## src/rtl/chop_pkg.sv

```systemverilog
// Shared encodings for the chopping decay-mode sequencer.
// Assumes the mode output is consumed as a one-hot bridge command.
package chop_pkg;

    typedef enum logic [2:0] {
        MODE_OFF    = 3'b000,
        MODE_CHARGE = 3'b001,
        MODE_SLOW   = 3'b010,
        MODE_FAST   = 3'b100
    } chop_mode_e;

endpackage

```

## src/rtl/chop_sync.sv

```systemverilog
// Multi-flop synchroniser for a single asynchronous level.
// Assumes STAGES >= 2; output resets to 0 (coil not below target).
module chop_sync #(
    parameter int STAGES = 2
) (
    input  logic clk,
    input  logic rst_n,
    input  logic async_i,
    output logic sync_o
);

    logic [STAGES-1:0] chain_q;

    // Shift the asynchronous level through the flop chain.
    always_ff @(posedge clk) begin
        if (!rst_n) chain_q <= '0;
        else        chain_q <= {chain_q[STAGES-2:0], async_i};
    end

    assign sync_o = chain_q[STAGES-1];

endmodule

```

## src/rtl/chop_period_cnt.sv

```systemverilog
// Chopping period counter with opening/closing window flags.
// Assumes PERIOD_CLKS is a multiple of 8 and at least 16.
// The counter is held at zero while run_i is low.
module chop_period_cnt #(
    parameter int PERIOD_CLKS = 64,
    parameter int CW          = $clog2(PERIOD_CLKS)
) (
    input  logic          clk,
    input  logic          rst_n,
    input  logic          run_i,
    output logic [CW-1:0] cnt_o,
    output logic          head_o,
    output logic          tail_o,
    output logic          last_o
);

    localparam int            WIN       = PERIOD_CLKS / 8;
    localparam logic [CW-1:0] LAST_C    = CW'(PERIOD_CLKS - 1);
    localparam logic [CW-1:0] WIN_C     = CW'(WIN);
    localparam logic [CW-1:0] TAIL_C    = CW'(PERIOD_CLKS - WIN);

    logic [CW-1:0] cnt_q;

    // Advance through the period, wrapping at the last clock.
    always_ff @(posedge clk) begin
        if (!rst_n || !run_i)    cnt_q <= '0;
        else if (cnt_q == LAST_C) cnt_q <= '0;
        else                      cnt_q <= cnt_q + 1'b1;
    end

    assign cnt_o  = cnt_q;
    assign head_o = (cnt_q < WIN_C);
    assign tail_o = (cnt_q >= TAIL_C);
    assign last_o = (cnt_q == LAST_C);

endmodule

```

## src/rtl/chop_decay_seq.sv

```systemverilog
// Decay-mode decision for the body of a chopping period.
// Forced windows override the body state. The body state tracks whether
// the coil was seen below target while charging.
// Assumes below_i is already synchronous to clk.
module chop_decay_seq
    import chop_pkg::*;
(
    input  logic       clk,
    input  logic       rst_n,
    input  logic       run_i,
    input  logic       head_i,
    input  logic       tail_i,
    input  logic       last_i,
    input  logic       below_i,
    output chop_mode_e mode_o
);

    chop_mode_e body_q;
    logic       seen_q;
    chop_mode_e cur_mode;
    chop_mode_e body_d;

    // Select the mode for this cycle from the windows and the body state.
    always_comb begin
        if (!run_i)      cur_mode = MODE_OFF;
        else if (head_i) cur_mode = MODE_CHARGE;
        else if (tail_i) cur_mode = MODE_FAST;
        else             cur_mode = body_q;
    end

    // Choose the next body state from the current mode and comparator.
    always_comb begin
        unique case (cur_mode)
            MODE_CHARGE: begin
                if (below_i)     body_d = MODE_CHARGE;
                else if (seen_q) body_d = MODE_SLOW;
                else             body_d = MODE_FAST;
            end
            MODE_SLOW: body_d = MODE_SLOW;
            MODE_FAST: body_d = MODE_FAST;
            default:   body_d = MODE_CHARGE;
        endcase
    end

    // Register the body state; restart it at each period boundary.
    always_ff @(posedge clk) begin
        if (!rst_n || !run_i || last_i) begin
            body_q <= MODE_CHARGE;
            seen_q <= 1'b0;
        end else begin
            body_q <= body_d;
            seen_q <= seen_q | ((cur_mode == MODE_CHARGE) & below_i);
        end
    end

    assign mode_o = cur_mode;

endmodule

```

## src/rtl/chop_mode_ctrl.sv

```systemverilog
// Top of the chopping decay-mode sequencer for one winding.
// Assumes PERIOD_CLKS is a multiple of 8 and at least 16.
// coil_below may change at any time.
module chop_mode_ctrl #(
    parameter int PERIOD_CLKS = 64
) (
    input  logic       clk,
    input  logic       rst_n,
    input  logic       chan_en,
    input  logic       coil_below,
    output logic [2:0] mode_o
);

    import chop_pkg::*;

    localparam int SYNC_STAGES = 2;
    localparam int CW          = $clog2(PERIOD_CLKS);

    logic [CW-1:0] cnt_w;
    logic          head_w;
    logic          tail_w;
    logic          last_w;
    logic          below_sync;
    chop_mode_e    mode_w;

    chop_sync #(.STAGES(SYNC_STAGES)) sync_i (
        .clk     (clk),
        .rst_n   (rst_n),
        .async_i (coil_below),
        .sync_o  (below_sync)
    );

    chop_period_cnt #(.PERIOD_CLKS(PERIOD_CLKS), .CW(CW)) cnt_i (
        .clk    (clk),
        .rst_n  (rst_n),
        .run_i  (chan_en),
        .cnt_o  (cnt_w),
        .head_o (head_w),
        .tail_o (tail_w),
        .last_o (last_w)
    );

    chop_decay_seq seq_i (
        .clk     (clk),
        .rst_n   (rst_n),
        .run_i   (chan_en),
        .head_i  (head_w),
        .tail_i  (tail_w),
        .last_i  (last_w),
        .below_i (below_sync),
        .mode_o  (mode_w)
    );

    assign mode_o = mode_w;

endmodule

```

## config.mk

```make
export PLATFORM = sky130hd
export DESIGN_NAME = chop_mode_ctrl
export DESIGN_NICKNAME = d
export VERILOG_FILES = /design/src/rtl/chop_pkg.sv /design/src/rtl/chop_sync.sv /design/src/rtl/chop_period_cnt.sv /design/src/rtl/chop_decay_seq.sv /design/src/rtl/chop_mode_ctrl.sv
export SDC_FILE = /design/constraint.sdc
export NUM_CORES = 1
export LEC_CHECK = 0
export ABC_AREA = 1
export CAP_MARGIN = 10
export CORE_AREA = 2 2 39 41
export CTS_CLUSTER_DIAMETER = 50
export DETAILED_ROUTE_END_ITERATION = 6
export DIE_AREA = 0 0 41 43
export GPL_TIMING_DRIVEN = 0
export PLACE_DENSITY = 0.78
export SLEW_MARGIN = 20
export SYNTH_ARGS = -nofsm -noshare
export SYNTH_HDL_FRONTEND = slang
export SYNTH_SLANG_ARGS = --single-unit
```

## constraint.sdc

```tcl
create_clock -name clk -period 1.5 [get_ports clk]
set_input_delay 0.3 -clock clk [delete_from_list [all_inputs] [get_ports clk]]
set_output_delay 0.3 -clock clk [all_outputs]
set_load 0.02 [all_outputs]
```

[After elaboration in Yosys (flattened, before gate mapping)]
Cells that the tools add are included.
Cells by class
  muxes and demuxes: 6
  $lt $le $gt $ge: 2
  equality and inequality tests: 4
  add/subtract/negate cells: 1
  reduce and logical (&&, ||, !) cells: 5
  bitwise logic cells: 2
Operator list (number)
  $mux W3: 5
  $pmux W3 S3: 1
  $add A6 B1 Y6 const B: 1
  $eq A6 B6 Y1 const B: 1
  $ge A6 B6 Y1 const B: 1
  $lt A6 B4 Y1 const B: 1
  $eq A3 B1 Y1 const B: 1
  $eq A3 B2 Y1 const B: 1
  $eq A3 B3 Y1 const B: 1
  $logic_not A1 Y1: 2
  $logic_or A1 B1 Y1: 2
  $reduce_or A2 Y1: 1
  $and A1 B1 Y1: 1
  $or A1 B1 Y1: 1
Word-level totals
  flip-flop bits (word level): 12
  word-level logic and storage cells: 24
  bits of input ports: 4

[Longest topological paths before layout]
  depth in word-level cells: 7
  mapped depth: 9
  gate-level depth less buffers: 9

[Modules after synthesis]
A second synthesis with hierarchy kept.
Second synthesis, totals
  cell total of the unflattened synthesis: 80
  area total of the unflattened synthesis: 600.6 µm²
Modules (own cells, without submodules)
  chop_period_cnt: area an instance 289.0 µm², instances 1, cells an instance 33
  chop_decay_seq: area an instance 256.5 µm², instances 1, cells an instance 41
  chop_sync: area an instance 55.1 µm², instances 1, cells an instance 6

[Worst setup path after synthesis]
OpenSTA, ideal clock, no wires.
  path type: reg2reg
  start: reg cnt_i.cnt_q[5], in the netlist cnt_i.cnt_o[5]
  end: reg seq_i.body_q[0]
  slack: 0.259 ns
  buffers on the path: 0
  arrival time: 1.116 ns
  period minus slack after synthesis: 1.241 ns
  data required time: 1.375 ns
  stages on the path, launching flop included: 8
  library setup time: 0.125 ns
  cell sequence: dfxtp_1 nand3_2 nand2_1 inv_1 nor2_2 nand3_1 nand3_1 nand3_1
Between the ends
  cells in the longest elaborated chain, start to end: 6
  elaborated cells between the ends (all ways): 11
Ends and longest elaborated chain
  start, declared: line chop_period_cnt.sv:22  | logic [CW-1:0] cnt_q;
  start signal, assigned: line chop_period_cnt.sv:28  | else cnt_q <= cnt_q + 1'b1;
  $ge A6 B6 Y1: line chop_period_cnt.sv:33  | assign tail_o = (cnt_q >= TAIL_C);
  $mux W3: line chop_decay_seq.sv:27  | else if (tail_i) cur_mode = MODE_FAST;
  $mux W3 (*): line chop_decay_seq.sv:26  | else if (head_i) cur_mode = MODE_CHARGE;
  $mux W3 (*): line chop_decay_seq.sv:25  | if (!run_i) cur_mode = MODE_OFF;
  via mode_o[2]: line chop_mode_ctrl.sv:11  | output logic [2:0] mode_o
  $eq A3 B3 Y1, or another cell as far along: line chop_decay_seq.sv:33  | unique case (cur_mode)
  $pmux W3 S3 (*): line chop_decay_seq.sv:33
  end signal, assigned: line chop_decay_seq.sv:51  | body_q <= body_d;
  end, declared: line chop_decay_seq.sv:18  | chop_mode_e body_q;
The timed path passes the listed nets; every way through them passes the cells marked *.
A chain may end at the register's enable or synchronous reset.

[Worst setup path after layout]
  start: reg cnt_i.cnt_q[4], in the netlist cnt_i.cnt_o[4]
  end: out mode_o[0]
Between the ends
  cells in the longest elaborated chain, start to end: 4
  elaborated cells between the ends (all ways): 5
Ends and longest elaborated chain (line)
  $ge A6 B6 Y1: chop_period_cnt.sv:33
  $mux W3: chop_decay_seq.sv:27
  $mux W3 (*): chop_decay_seq.sv:26
  $mux W3 (*): chop_decay_seq.sv:25
  end, declared: chop_mode_ctrl.sv:11
Every way passes the cells marked *; elsewhere a longest branch is shown, timed or not.

==> results.md <==
- Status: completed
- Slew Viols, Final: 0
- FF-to-FF End: cnt_i.cnt_o[3]$_SDFF_PP0_
- Core area: 1380 µm²
- Setup Skew: 0.00178 ns
- Placed Cells: 98
- Top cell type's share of synthesized area: 0.398
- Share of cells above drive strength 1: 0.341
- Die W: roughly 41 µm
- Die height: 43 µm
- Fin. Hold Viols: 0
- Worst EP arrival: 1.17 ns
- Clock root cell: clkbuf_4
- WL per Instance: 9.04 µm
- Final Core Density: 0.548
- Hold depth: 2
- Clk Latency, worst-skew pair: 0.26 ns
- Min-delay worst type: flip-flop to flip-flop
- Synth warnings: 0
- Slowest cell on crit path: dfxtp_4
- Distinct cells, synth: 19
- Synthesized instance count: 76
- Cell Chain, Critical Path: nor2_4 -> nand2_4 -> nand2_4 -> nand2_4 -> inv_4 -> buf_6
- CP startpoint kind: flip-flop
- Diodes inserted: 0
- Max Freq: between 600 and 700 MHz
- Commonest non-fill, non-tap cell in the layout: inv_1
- Maximum vdd drop: approximately 0.6 mV
- Max_slew headroom: 0.834
- Initial antenna violation count: 0
- Gp weighted congestion: approximately 0.75
- Routed vias/inst: 4.82
- Synth area leader: dfxtp_1
- Netlist Area Pre-Place: 603 µm²
- CP peak stage delay: 0.37 ns
- Nets: 96
- #FFs+latches synth: 12
- CTS tree: built
- Initial DRT Pass Iterations: 4
- I/O Buffers: 6
- Tot Pwr: 0.562 mW
- Max_cap viols: 0
- Finished layout cell area: between 700 and 800 µm²
- Worst Tran Pin Value: about 0.25 ns
- Worst-path clk slew: roughly 0.070 ns
- Die area: between 1500 and 2000 µm²
- First-pass GRT wire length: between 1.5 and 2 mm
- Vias: between 500 and 600
- Initial Util: 0.436
- Fin crit share: 0.980
- RR Startpoint: cnt_i.cnt_o[0]$_SDFF_PP0_
- WHS Endpoint: sync_i.chain_q[1]$_SDFF_PN0_
- HPWL Detailed: between 700 and 800 µm
- GRT Overall Usage: 0.129
- IO Pins: 7
- FF-to-FF path depth: 6
- Longest Clk Path Bufs: 2
- Post-route DRC violation count: 0
- PwrDens: about 740 nW/µm²
- Min-Delay Startpoint: sync_i.chain_q[0]$_SDFF_PN0_
- Final setup fails: 0
- R2r setup slk: 0.21 ns
- Setup Crit Path Kind: flip-flop to output port
- Pleak: 0.337 nW
- Min Tclk post-route: between 1 and 1.5 ns
- Required @ worst endpoint: around 1.2 ns
- CTS Buf Count: 3
- Final ANT Viol Nets: 0
- Area contributors post-synth: dfxtp_1 (40%), inv_1 (8.1%), nand3_2 (6.6%)
- Grt total ovfl: 0
- Top cell by count, worst path: nand2_4
- Setup TNS: 0 ns
- Num rows: 14
- Most frequent cells in the layout: inv_1 (11), nand2_1 (9), nor2_1 (9), dfxtp_1 (9), nand3_1 (6)
- Largest net degree at the start of global routing: 8
- Initial DRC Count: 8
- Number of hold buffers added after CTS: 0
- Vias in the first global route: 438
- CP endpoint kind: output port
- H-tree levels: 1
- Final WL: 940 µm
- Seq/Total Area, Yosys: 0.398
- Sink Count: 12
- Placed Area: 683 µm²
- Net Count, Synth: 82
- Mean post-synth cell area: 7.94 µm²
- CP max FO: 4
- Area grow syn2layout: 25.7%
- RSZ-0062 raised after global routing: true
- Cell Count, Final, Fillers Out: 104
- Filler cell count: roughly 130
## through the flow
| stage | setup WS (ns) | hold slack, ns |
|---|---|---|
| 2_1_floorplan | 0.259 | 0.390 |
| 3_3_place_gp | -0.617 | 0.397 |
| 3_5_place_dp | -0.621 | 0.405 |
| 4_1_cts | 0.00255 | 0.422 |
| 5_1_grt | -0.0200 | 0.431 |
| 6_report | 0.0304 | 0.416 |
## worst max path at each step
stage / from / to / slack (ns) / cells after the start
floorplan: cnt_i.cnt_o[5]$_SDFF_PP0_ / seq_i.body_q[0]$_SDFF_PP1_ / 0.26 / 7
global placement: chan_en / mode_o[0] / -0.62 / 6
detailed placement: chan_en / mode_o[0] / -0.62 / 6
CTS: cnt_i.cnt_o[5]$_SDFF_PP0_ / mode_o[0] / 0.003 / 6
global route: cnt_i.cnt_o[4]$_SDFF_PP0_ / mode_o[0] / -0.02 / 6
finish: cnt_i.cnt_o[4]$_SDFF_PP0_ / mode_o[0] / 0.03 / 6
## area by class of cell
cell class,count,area [µm²],share of cell area
tap,16,20.0,0.0264
timing repair buffer,9,81.3,0.107
clock buffer,3,22.5,0.0297
multi-input combinational,50,330,0.436
sequential,12,249,0.328
inverter,14,55.1,0.0726
## logic make-up after synthesis
logic type	count (synthesis)	share of synthesized area
adders and majority gates	2	0.0415
and+or+nand+nor	43	0.425
buffers and inverters	14	0.0871
DFF	12	0.398
AOI/OAI and AO/OA	5	0.0477
## registers in the layout, indices dropped and copies added, names as in the netlist
name	cells
seq_i.seen_q	1
seq_i.body_q	3
sync_i.chain_q	2
cnt_i.cnt_o	6
## worst max-delay path, delay by kind of cell (launching register included)
kind,cells,cell delay (ns)
buffers and inverters,2,0.16
DFF,1,0.37
and+or+nand+nor,4,0.37
## cells in the mapped netlist, drive strengths merged
cell type,instances
a21oi,3
dfxtp,12
ha,2
inv,14
nand2,14
nand3,10
nand4,1
nor2,14
nor3b,2
nor4,1
o21ai,2
or3,1
## power breakdown
| group | leakage [nW] | switching, mW | internal [mW] |
|---|---|---|---|
| Sequential | 0.0999 | 0.00436 | 0.323 |
| Clock | 0.0138 | 0.0944 | 0.0926 |
| Combinational | 0.223 | 0.0276 | 0.0200 |
| Total | 0.337 | 0.126 | 0.435 |
## metal layers
layer,vias up,track usage,wire length [µm]
li1,268,-,-
met1,223,0.176,440
met3,2,0.0157,34
met4,0,0.0600,12
met2,8,0.194,451
met5,-,0,0
## what timing repair did
action                                  in CTS  in global routing
pin swaps                                    3                  3
endpoints found under the setup margin       3                  3
setup buffers                                3                  0
gates resized for setup                     19                 11
No activity file was read; power rests on OpenSTA's default activity.
